`config.mk`:
```
export PLATFORM = sky130hd
export DESIGN_NAME = lsp_core
export DESIGN_NICKNAME = d
export VERILOG_FILES = /design/src/rtl/lsp_pkg.sv /design/src/rtl/lsp_decoder.sv /design/src/rtl/lsp_alu.sv /design/src/rtl/lsp_regfile.sv /design/src/rtl/lsp_core.sv
export SDC_FILE = /design/constraint.sdc
export NUM_CORES = 2
export LEC_CHECK = 0
export CAP_MARGIN = 10
export CELL_PAD_IN_SITES_DETAIL_PLACEMENT = 1
export CELL_PAD_IN_SITES_GLOBAL_PLACEMENT = 2
export CORE_UTILIZATION = 40
export DETAILED_ROUTE_END_ITERATION = 6
export PLACE_DENSITY_LB_ADDON = 0.25
export REMOVE_ABC_BUFFERS = 1
export SYNTH_ARGS = -nofsm -noshare
export SYNTH_HDL_FRONTEND = slang
export SYNTH_SLANG_ARGS = --single-unit
```
`constraint.sdc`:
```
create_clock -name clk_i -period 8.9 [get_ports clk_i]
set_clock_uncertainty 0.1 [all_clocks]
set_input_delay 1.335 -clock clk_i [delete_from_list [all_inputs] [get_ports clk_i]]
set_output_delay 1.335 -clock clk_i [all_outputs]
set_load 0.02 [all_outputs]
```
`src/rtl/lsp_pkg.sv`:
```
package lsp_pkg;
  localparam int ILEN   = 32;
  localparam int OPC_W  = 6;
  localparam int RIDX_W = 5;
  localparam int OFF_W  = 16;
  localparam int ABS_W  = 21;

  localparam logic [OPC_W-1:0] OPC_ADD  = 6'b001010;
  localparam logic [OPC_W-1:0] OPC_SUB  = 6'b000101;
  localparam logic [OPC_W-1:0] OPC_LDI  = 6'b000001;
  localparam logic [OPC_W-1:0] OPC_LD   = 6'b000010;
  localparam logic [OPC_W-1:0] OPC_LDR  = 6'b000011;
  localparam logic [OPC_W-1:0] OPC_LDA  = 6'b000100;
  localparam logic [OPC_W-1:0] OPC_ST   = 6'b000110;
  localparam logic [OPC_W-1:0] OPC_STR  = 6'b000111;
  localparam logic [OPC_W-1:0] OPC_HALT = 6'b111111;

  typedef enum logic [2:0] {
    S_FETCH, S_LOAD_IR, S_EXEC, S_MEM, S_CAPT, S_WB, S_HALT
  } state_e;

  typedef enum logic [2:0] {
    K_NOP, K_ALU, K_LDI, K_LOAD, K_STORE, K_HALT
  } kind_e;

  typedef enum logic [1:0] {
    AM_NONE, AM_REG, AM_OFF, AM_ABS
  } amode_e;

  typedef struct packed {
    kind_e              kind;
    logic               alu_sub;
    amode_e             amode;
    logic [RIDX_W-1:0]  rd;
    logic [RIDX_W-1:0]  rs;
    logic [RIDX_W-1:0]  rt;
    logic [OFF_W-1:0]   off;
    logic [ABS_W-1:0]   cabs;
  } dec_t;
endpackage

```
`src/rtl/lsp_decoder.sv`:
```
module lsp_decoder
  import lsp_pkg::*;
(
  input  logic [ILEN-1:0] ir_i,
  output dec_t            dec_o
);
  logic [OPC_W-1:0] opc;

  assign opc = ir_i[ILEN-1 -: OPC_W];

  always_comb begin
    dec_o         = '0;
    dec_o.kind    = K_NOP;
    dec_o.amode   = AM_NONE;
    dec_o.rd      = ir_i[25:21];
    dec_o.rs      = ir_i[20:16];
    dec_o.rt      = ir_i[15:11];
    dec_o.off     = ir_i[OFF_W-1:0];
    dec_o.cabs    = ir_i[ABS_W-1:0];
    unique case (opc)
      OPC_ADD:  dec_o.kind = K_ALU;
      OPC_SUB: begin
        dec_o.kind    = K_ALU;
        dec_o.alu_sub = 1'b1;
      end
      OPC_LDI:  dec_o.kind = K_LDI;
      OPC_LD: begin
        dec_o.kind  = K_LOAD;
        dec_o.amode = AM_REG;
      end
      OPC_LDR: begin
        dec_o.kind  = K_LOAD;
        dec_o.amode = AM_OFF;
      end
      OPC_LDA: begin
        dec_o.kind  = K_LOAD;
        dec_o.amode = AM_ABS;
      end
      OPC_ST: begin
        dec_o.kind  = K_STORE;
        dec_o.amode = AM_REG;
      end
      OPC_STR: begin
        dec_o.kind  = K_STORE;
        dec_o.amode = AM_OFF;
      end
      OPC_HALT: dec_o.kind = K_HALT;
      default:  dec_o.kind = K_NOP;
    endcase
  end
endmodule

```
`src/rtl/lsp_alu.sv`:
```
module lsp_alu #(
  parameter int W = 32
) (
  input  logic [W-1:0] a_i,
  input  logic [W-1:0] b_i,
  input  logic         sub_i,
  output logic [W-1:0] y_o
);
  // single adder; subtract as a + ~b + 1
  logic [W-1:0] b_eff;

  assign b_eff = sub_i ? ~b_i : b_i;
  assign y_o   = a_i + b_eff + W'(sub_i);
endmodule

```
`src/rtl/lsp_regfile.sv`:
```
module lsp_regfile #(
  parameter int W = 32,
  parameter int N = 32,
  localparam int AW = $clog2(N)
) (
  input  logic          clk_i,
  input  logic          rst_ni,
  input  logic [AW-1:0] raddr_a_i,
  output logic [W-1:0]  rdata_a_o,
  input  logic [AW-1:0] raddr_b_i,
  output logic [W-1:0]  rdata_b_o,
  input  logic          we_i,
  input  logic [AW-1:0] waddr_i,
  input  logic [W-1:0]  wdata_i
);
  logic [W-1:0] regs_q [N];

  always_ff @(posedge clk_i or negedge rst_ni) begin
    if (!rst_ni) begin
      for (int i = 0; i < N; i++) regs_q[i] <= '0;
    end else if (we_i) begin
      regs_q[waddr_i] <= wdata_i;
    end
  end

  assign rdata_a_o = regs_q[raddr_a_i];
  assign rdata_b_o = regs_q[raddr_b_i];


  wr_lands_chk: assert property (@(posedge clk_i) disable iff (!rst_ni)
    we_i |=> (regs_q[$past(waddr_i)] == $past(wdata_i)));
endmodule

```
`src/rtl/lsp_core.sv`:
```
module lsp_core
  import lsp_pkg::*;
#(
  parameter int XLEN = 32,
  parameter int NREG = 32,
  localparam int RIDX = $clog2(NREG)
) (
  input  logic            clk_i,
  input  logic            rst_ni,
  output logic [XLEN-1:0] imem_addr_o,
  output logic            imem_re_o,
  input  logic [ILEN-1:0] imem_rdata_i,
  output logic [XLEN-1:0] dmem_addr_o,
  output logic            dmem_re_o,
  output logic            dmem_we_o,
  output logic [XLEN-1:0] dmem_wdata_o,
  input  logic [XLEN-1:0] dmem_rdata_i,
  output logic            halt_o
);
  state_e          state_q, state_d;
  logic [ILEN-1:0] ir_q;
  logic [XLEN-1:0] pc_q, mar_q, mdr_q, res_q;
  dec_t            dec;

  logic [RIDX-1:0] rf_raddr_b;
  logic [XLEN-1:0] rf_rdata_a, rf_rdata_b;
  logic            rf_we;
  logic [XLEN-1:0] rf_wdata;

  logic [XLEN-1:0] alu_b, alu_y, eff_addr;

  lsp_decoder u_dec (
    .ir_i  (ir_q),
    .dec_o (dec)
  );

  // port B serves rt for ALU ops, rd for stores
  assign rf_raddr_b = (dec.kind == K_STORE) ? dec.rd[RIDX-1:0] : dec.rt[RIDX-1:0];

  lsp_regfile #(.W(XLEN), .N(NREG)) u_rf (
    .clk_i     (clk_i),
    .rst_ni    (rst_ni),
    .raddr_a_i (dec.rs[RIDX-1:0]),
    .rdata_a_o (rf_rdata_a),
    .raddr_b_i (rf_raddr_b),
    .rdata_b_o (rf_rdata_b),
    .we_i      (rf_we),
    .waddr_i   (dec.rd[RIDX-1:0]),
    .wdata_i   (rf_wdata)
  );

  always_comb begin
    if (dec.kind == K_ALU)       alu_b = rf_rdata_b;
    else if (dec.amode == AM_OFF) alu_b = XLEN'(dec.off);
    else                          alu_b = '0;
  end

  lsp_alu #(.W(XLEN)) u_alu (
    .a_i   (rf_rdata_a),
    .b_i   (alu_b),
    .sub_i (dec.alu_sub),
    .y_o   (alu_y)
  );

  assign eff_addr = (dec.amode == AM_ABS) ? XLEN'(dec.cabs) : alu_y;

  always_comb begin
    state_d = state_q;
    unique case (state_q)
      S_FETCH:   state_d = S_LOAD_IR;
      S_LOAD_IR: state_d = S_EXEC;
      S_EXEC: begin
        unique case (dec.kind)
          K_LOAD, K_STORE: state_d = S_MEM;
          K_HALT:          state_d = S_HALT;
          default:         state_d = S_WB;
        endcase
      end
      S_MEM:   state_d = (dec.kind == K_LOAD) ? S_CAPT : S_WB;
      S_CAPT:  state_d = S_WB;
      S_WB:    state_d = S_FETCH;
      S_HALT:  state_d = S_HALT;
      default: state_d = S_FETCH;
    endcase
  end

  always_ff @(posedge clk_i or negedge rst_ni) begin
    if (!rst_ni) begin
      state_q <= S_FETCH;
      ir_q    <= '0;
      pc_q    <= '0;
      mar_q   <= '0;
      mdr_q   <= '0;
      res_q   <= '0;
    end else begin
      state_q <= state_d;
      unique case (state_q)
        S_LOAD_IR: ir_q <= imem_rdata_i;
        S_EXEC: begin
          if (dec.kind == K_ALU) res_q <= alu_y;
          if (dec.kind == K_LDI) res_q <= XLEN'(dec.cabs);
          if (dec.kind == K_LOAD || dec.kind == K_STORE) mar_q <= eff_addr;
          if (dec.kind == K_STORE) mdr_q <= rf_rdata_b;
        end
        S_CAPT: mdr_q <= dmem_rdata_i;
        S_WB:   pc_q  <= pc_q + XLEN'(1);
        default: ;
      endcase
    end
  end

  assign rf_we    = (state_q == S_WB) &&
                    (dec.kind == K_ALU || dec.kind == K_LDI || dec.kind == K_LOAD);
  assign rf_wdata = (dec.kind == K_LOAD) ? mdr_q : res_q;

  assign imem_addr_o  = pc_q;
  assign imem_re_o    = (state_q == S_FETCH);
  assign dmem_addr_o  = mar_q;
  assign dmem_wdata_o = mdr_q;
  assign dmem_re_o    = (state_q == S_MEM) && (dec.kind == K_LOAD);
  assign dmem_we_o    = (state_q == S_MEM) && (dec.kind == K_STORE);
  assign halt_o       = (state_q == S_HALT);


  halt_sticky_chk: assert property (@(posedge clk_i) disable iff (!rst_ni)
    halt_o |=> halt_o);


  halt_pc_chk: assert property (@(posedge clk_i) disable iff (!rst_ni)
    halt_o |=> $stable(imem_addr_o));


  pc_step_chk: assert property (@(posedge clk_i) disable iff (!rst_ni)
    !$stable(pc_q) |-> (pc_q == $past(pc_q) + XLEN'(1)));


  load_capture_chk: assert property (@(posedge clk_i) disable iff (!rst_ni)
    dmem_re_o |=> (state_q == S_CAPT));


  mar_ready_chk: assert property (@(posedge clk_i) disable iff (!rst_ni)
    (state_q == S_MEM) |-> ($past(state_q) == S_EXEC));


  mem_excl_chk: assert property (@(posedge clk_i) disable iff (!rst_ni)
    !(dmem_re_o && dmem_we_o));
endmodule

```
* Word level (Yosys, flattened, before mapping)
Index checks and enable logic that the tools add are counted.
W data, S select, Z words.
** Storage, ports and cells
- Flip-flop bits (word level) :: 1187
- Logic and storage cells :: 116
- Output and inout bits :: 100
- Bits of input ports :: 66
** Operators by class
- Equal/unequal tests :: 23
- Reductions and logical operators :: 19
- Mux-type cells :: 25
- Magnitude comparators :: 4
- Bitwise gates (word level) :: 4
- Add/subtract/negate cells :: 3
** Operators by type and width (count)
- $bwmux W1024 :: 1
- $mux W32 :: 12
- $bmux W32 S5 :: 2
- $demux W32 S5 :: 1
- $pmux W32 S2 :: 1
- $add A32 B1 Y32 :: 1
- $add A32 B1 Y32 const B :: 1
- $add A32 B32 Y32 :: 1
- $not A32 Y32 :: 1
- $eq A6 B3 Y1 const B :: 4
- $ge A6 B6 Y1 const B :: 3
- $not A5 Y6 :: 3
- $pmux W3 S6 :: 1
- $mux W16 :: 1
- $eq A3 B3 Y1 const B :: 5
- $pmux W3 S5 :: 1
- $eq A3 B2 Y1 const B :: 4
- $eq A6 B2 Y1 const B :: 2
- $reduce_or A2 Y1 :: 5
- $eq A3 B1 Y1 const B :: 2
- $eq A6 B1 Y1 const B :: 1
- $eq A6 B4 Y1 const B :: 1
- $eq A6 B6 Y1 const B :: 1
- $lt A6 B1 Y1 const B :: 1
- 12 further kinds :: 22

* Depth between registers and ports, before layout
- Depth after elaboration :: 16
- Mapped depth :: 30
- Depth with buffers taken out :: 25

* Modules after synthesis
From an unflattened synthesis, not the netlist that was laid out.
** Unflattened totals
- Cells, all modules :: 5771
- Area, all modules :: 66757.8 um^2
** By module, submodules not included
- lsp_regfile :: cells an instance 4605, times used 1, area an instance 56245.2 um^2
- lsp_core :: cells an instance 818, times used 1, area an instance 7906.3 um^2
- lsp_alu :: cells an instance 277, times used 1, area an instance 2103.3 um^2
- lsp_decoder :: cells an instance 71, times used 1, area an instance 503.0 um^2

* Worst setup path before layout
No wires, ideal clock.
- Path type :: register to register
- From :: register ir_q[31]
- To :: register mar_q[30], in the netlist dmem_addr_o[30]
- Buffers on the path :: 6
- Arrival time :: 6050 ps
- Path slack :: 2629 ps
- Library setup time :: 121 ps
- Clock period less this slack :: 6271 ps
- Cell stages (with the launch flop) :: 31
- Data required time :: 8679 ps
- Cell sequence :: dfrtp_1 -> or3_1 -> buf_2 -> o21ai_0 -> and2_1 -> clkbuf_1 -> clkbuf_1 -> clkbuf_1 -> clkbuf_1 -> buf_1 -> nand2_1 -> nand3_1 -> nand3_1 -> a311oi_1 -> a21o_1 -> a22oi_1 -> xor2_1 -> fa_1 -> a21o_1 -> a21oi_1 -> o21ai_0 -> a21o_1 -> a31oi_1 -> o311ai_0 -> a311oi_1 -> o21ai_0 -> nand2_1 -> a21oi_1 -> a21oi_1 -> xnor2_1 -> a22o_1
** On the way
- Longest elaborated chain between the ends :: 15
** RTL lines
- from (decl) :: RTL line lsp_core.sv:21 : logic [ILEN-1:0] ir_q;
- from (signal assigned) :: RTL line lsp_core.sv:98 : S_LOAD_IR: ir_q <= imem_rdata_i;
- $eq A6 B2 Y1 (tied with other cells) :: RTL line lsp_decoder.sv:20 : unique case (opc)
- $reduce_or A3 Y1 (no source line) or $reduce_or A2 Y1 (tied branches)
- $pmux W3 S5 :: RTL line lsp_decoder.sv:20
- $eq A3 B3 Y1 :: RTL line lsp_core.sv:38, lsp_core.sv:102
- $mux W5 :: RTL line lsp_core.sv:38 : assign rf_raddr_b = (dec.kind == K_STORE) ? dec.rd[RIDX-1:0] : dec.rt[RIDX-1:0];
- $not A5 Y6 (not written as such) :: RTL line lsp_regfile.sv:27 : assign rdata_b_o = regs_q[raddr_b_i];
- $bmux W32 S5 :: RTL line lsp_regfile.sv:27
- $mux W32 (not written as such) (2 in a row) :: RTL line lsp_regfile.sv:27
- $mux W32 :: RTL line lsp_core.sv:53 : if (dec.kind == K_ALU) alu_b = rf_rdata_b;
- $not A32 Y32 :: RTL line lsp_alu.sv:12 : assign b_eff = sub_i ? ~b_i : b_i;
- $mux W32 :: RTL line lsp_alu.sv:12
- $add A32 B32 Y32 :: RTL line lsp_alu.sv:13 : assign y_o = a_i + b_eff + W'(sub_i);
- $add A32 B1 Y32 :: RTL line lsp_alu.sv:13
- $mux W32 :: RTL line lsp_core.sv:65 : assign eff_addr = (dec.amode == AM_ABS) ? XLEN'(dec.cabs) : alu_y;
- to (signal assigned) :: RTL line lsp_core.sv:102 : if (dec.kind == K_LOAD || dec.kind == K_STORE) mar_q <= eff_addr;
- to (decl) :: RTL line lsp_core.sv:22 : logic [XLEN-1:0] pc_q, mar_q, mdr_q, res_q;
Parallel ways exist; a longest one is shown, timed or not. The select of a mux whose other input is x is not followed.
A chain may end at the register's enable or synchronous reset.

* Final worst setup path
- From :: register ir_q[31]
- To :: register res_q[30]
** On the way
- Longest elaborated chain between the ends :: 16
** RTL lines
- $eq A6 B2 Y1 (tied with other cells) :: RTL line lsp_decoder.sv:20
- $reduce_or A3 Y1 (no source line) or $reduce_or A2 Y1 (tied branches)
- $pmux W3 S5 :: RTL line lsp_decoder.sv:20
- $eq A3 B3 Y1 :: RTL line lsp_core.sv:38
- $mux W5 :: RTL line lsp_core.sv:38
- $not A5 Y6 (not written as such) :: RTL line lsp_regfile.sv:27
- $bmux W32 S5 :: RTL line lsp_regfile.sv:27
- $mux W32 (not written as such) (2 in a row) :: RTL line lsp_regfile.sv:27
- $mux W32 :: RTL line lsp_core.sv:53
- $not A32 Y32 :: RTL line lsp_alu.sv:12
- $mux W32 :: RTL line lsp_alu.sv:12
- $add A32 B32 Y32 :: RTL line lsp_alu.sv:13
- $add A32 B1 Y32 :: RTL line lsp_alu.sv:13
- $mux W32 :: RTL line lsp_core.sv:100 : if (dec.kind == K_ALU) res_q <= alu_y;
- $mux W32 :: RTL line lsp_core.sv:101 : if (dec.kind == K_LDI) res_q <= XLEN'(dec.cabs);
- to (signal assigned) :: RTL line lsp_core.sv:100
- to (signal assigned) :: RTL line lsp_core.sv:101
- to (decl) :: RTL line lsp_core.sv:22
Parallel ways exist; a longest one is shown, timed or not. The select of a mux whose other input is x is not followed.

==> results.toml <==
[status]
status = "finished, final reports clean"

[yosys]
synth_edf_count = 0
synth.distinct_cells = 65
synth_top_area_frac = 0.472
synthFlopType = "dfrtp_1"
synthTopCellsByArea = "dfrtp_1 47%, mux4_2 11%, nand2_1 8.5%"
avgSynthCellArea_um2 = 9.06
syn_inst = 6949
yosysTopAreaCell = "dfrtp_1"
synth_common_cells = "1426 x nand2_1, 1187 x dfrtp_1, 833 x nor2_1"
async_flop_share = 1.00
synth_most_common_cell = "nand2_1"
netlist_area_um2 = 63000
synth-seq-cells = 1187
yosysSeqAreaShare = 0.472
yosys_warnings = 0

[die]
core_um2 = 156000
start_util = 0.403
die_h_um = 399
design.portCount = 166
die_w_um = 399
die_area_um2 = 159000
row_count = 145

[global_route]
grt_usage = 0.327
grt_max_degree = 151
grt_pass1_vias = 55624
grt_pass1_wl_um = 383000
grt_overflow_total = 0
antenna_found_initial = 8

[place]
place_inst = 8671
dp_slack_ns = 0.664
place.gp.congestion = 0.870
dp_hpwl_um = 150000
io_buffers = 165

[min_path]
hp-class = "flip-flop to flip-flop"
min_from = "imem_addr_o[31]"
hold_end = "imem_addr_o[31]"
hold_depth = 1

[critical_path]
endpoint_kind = "flip-flop"
cp.arrival_ns = 9.01
reg2reg_depth = 24
path_class = "flip-flop to flip-flop"
path_max_fanout = 110
rrSetupSlack_ns = 0.49
r2r_start = "ir_q[31]"
critPathRequiredTime_ns = 9.49
start_kind = "flip-flop"
r2r_end = "res_q[30]"

[clocking]
cts.sinks = 1187
cts_made_buffers = 141
cts_resized = 0
cts_tree = "done"
worstSkewPairLatency_ns = 0.81
post_cts_buffers = 0
cts_hold_buf = 0
cts_root_buffer = "clkbuf_16"
cts.path.max_buffers = 3
htreeDepth = 4
clkTransAtPathRegs_ns = 0.06

[sta]
setup-violations-final = 0
rsz0062_at_grt = "no"
fmax_mhz = 119
setup_ws_ns = 0.487
post-route-min-period_ns = 8.41
slew_violations = 0
worstMarginPinSlew_ns = 1.29
hold_ws_ns = 0.366
hold_viol = 0
period_share = 0.945
relSlewSlack = 0.140

[route]
drt-initial-drc-count = 5088
first_pass_iters = 5
via_count = 55184
via_per_inst = 6.19
wl_um = 259000
wl_per_cell_um = 29.1
final_antenna_net_count = 0
route.detailed.drc = 0

[cells_and_area]
instances_no_fill = 8919
final_nets = 6855
utilization = 0.456
drive_gt1_frac = 0.121
syn2layout_area_growth_pct = 13.2
antenna_cells = 0

[pwr]
vdd_ir_drop_max_v = 0.000277
p_total_w = 0.0225
power.leakage_nw = 31.0
power.density_nw_per_um2 = 315

[job]
cap_violations = 0
flip-flops by register name, indices dropped and copies added (netlist names):
signal	cells
ir_q	32
imem_addr_o	32
res_q	32
dmem_wdata_o	32
state_q	3
u_rf.regs_q	1024
dmem_addr_o	32
worst max path at each step:
stage	from	end	slack (ns)	depth (start not counted)
final	ir_q[31]	res_q[30]	0.49	24
after global routing	ir_q[31]	res_q[30]	0.05	24
after CTS	ir_q[31]	res_q[30]	0.61	24
after detailed placement	ir_q[30]	res_q[30]	0.66	24
after global placement	ir_q[30]	dmem_addr_o[30]	0.70	24
after floorplan	ir_q[31]	res_q[30]	-5.27	22
per-layer routing:
metal	wire length [µm]	share of wire	GRT usage
met5	41	0.00016	0
met4	10200	0.040	0.126
met3	18500	0.071	0.0506
met2	116000	0.45	0.496
met1	115000	0.44	0.470
kinds of logic after synthesis:
logic type | synth area share
compound gates | 0.131
xor+xnor | 0.0129
fa+ha+maj | 0.00648
buf+inv | 0.0397
flops | 0.472
mux | 0.136
simple gates | 0.202
power by group:
part	leakage [nW]	total (W)	switching (W)	internal, W
combinational	12.3	0.00924	0.00621	0.00303
sequential	16.4	0.00731	0.00112	0.00619
clock	2.29	0.00594	0.00242	0.00351
total	31.0	0.0225	0.00975	0.0127
cell usage in the layout, fill, tap and decap left out, types with 102 or more instances in the layout:
master and instances:
o21ai_0 324, a21oi_1 821, a311oi_1 102, dfrtp_1 1182, nand2_1 1422, nor2_1 807
clkdlybuf4s50_1 164, mux4_2 315, buf_4 122, clkbuf_16 148, nand3_1 636
layout make-up:
cell class	instances	area (µm²)
Fill cell	17637	84900
Multi-Input combinational cell	5102	31300
Sequential cell	1187	29700
Clock buffer	207	4160
Timing Repair Buffer	308	3000
Tap cell	2058	2570
Clock inverter	40	489
Inverter	17	63.8
metrics by stage:
step | cell area [µm²] | setup TNS, ns
final | 71300 | 0
after global routing | 71300 | 0
after CTS | 71300 | 0
after detailed placement | 66600 | 0
after global placement | 66600 | 0
after floorplan | 60500 | -348.87
critical path, cell delays in order (launching register included):
cell and delay, ns:
dfrtp_1 0.45, or3_1 0.55, nor3_1 0.27, nor2_4 0.99, buf_12 0.56, buf_4 0.63
nand3_1 0.13, and3_1 0.21, a311oi_1 0.26, a311oi_1 0.09, a21o_1 0.22, a22oi_1 0.24
xor2_1 0.12, ha_1 0.40, o21ai_0 0.11, nand2b_1 0.13, a31oi_1 0.20, o311ai_0 1.00
a311oi_1 0.47, o21ai_0 0.40, nand2_1 0.12, a21oi_1 0.16, a21oi_1 0.10, xnor2_1 0.15
a22o_1 0.21
(Power assumes the default switching activity.)
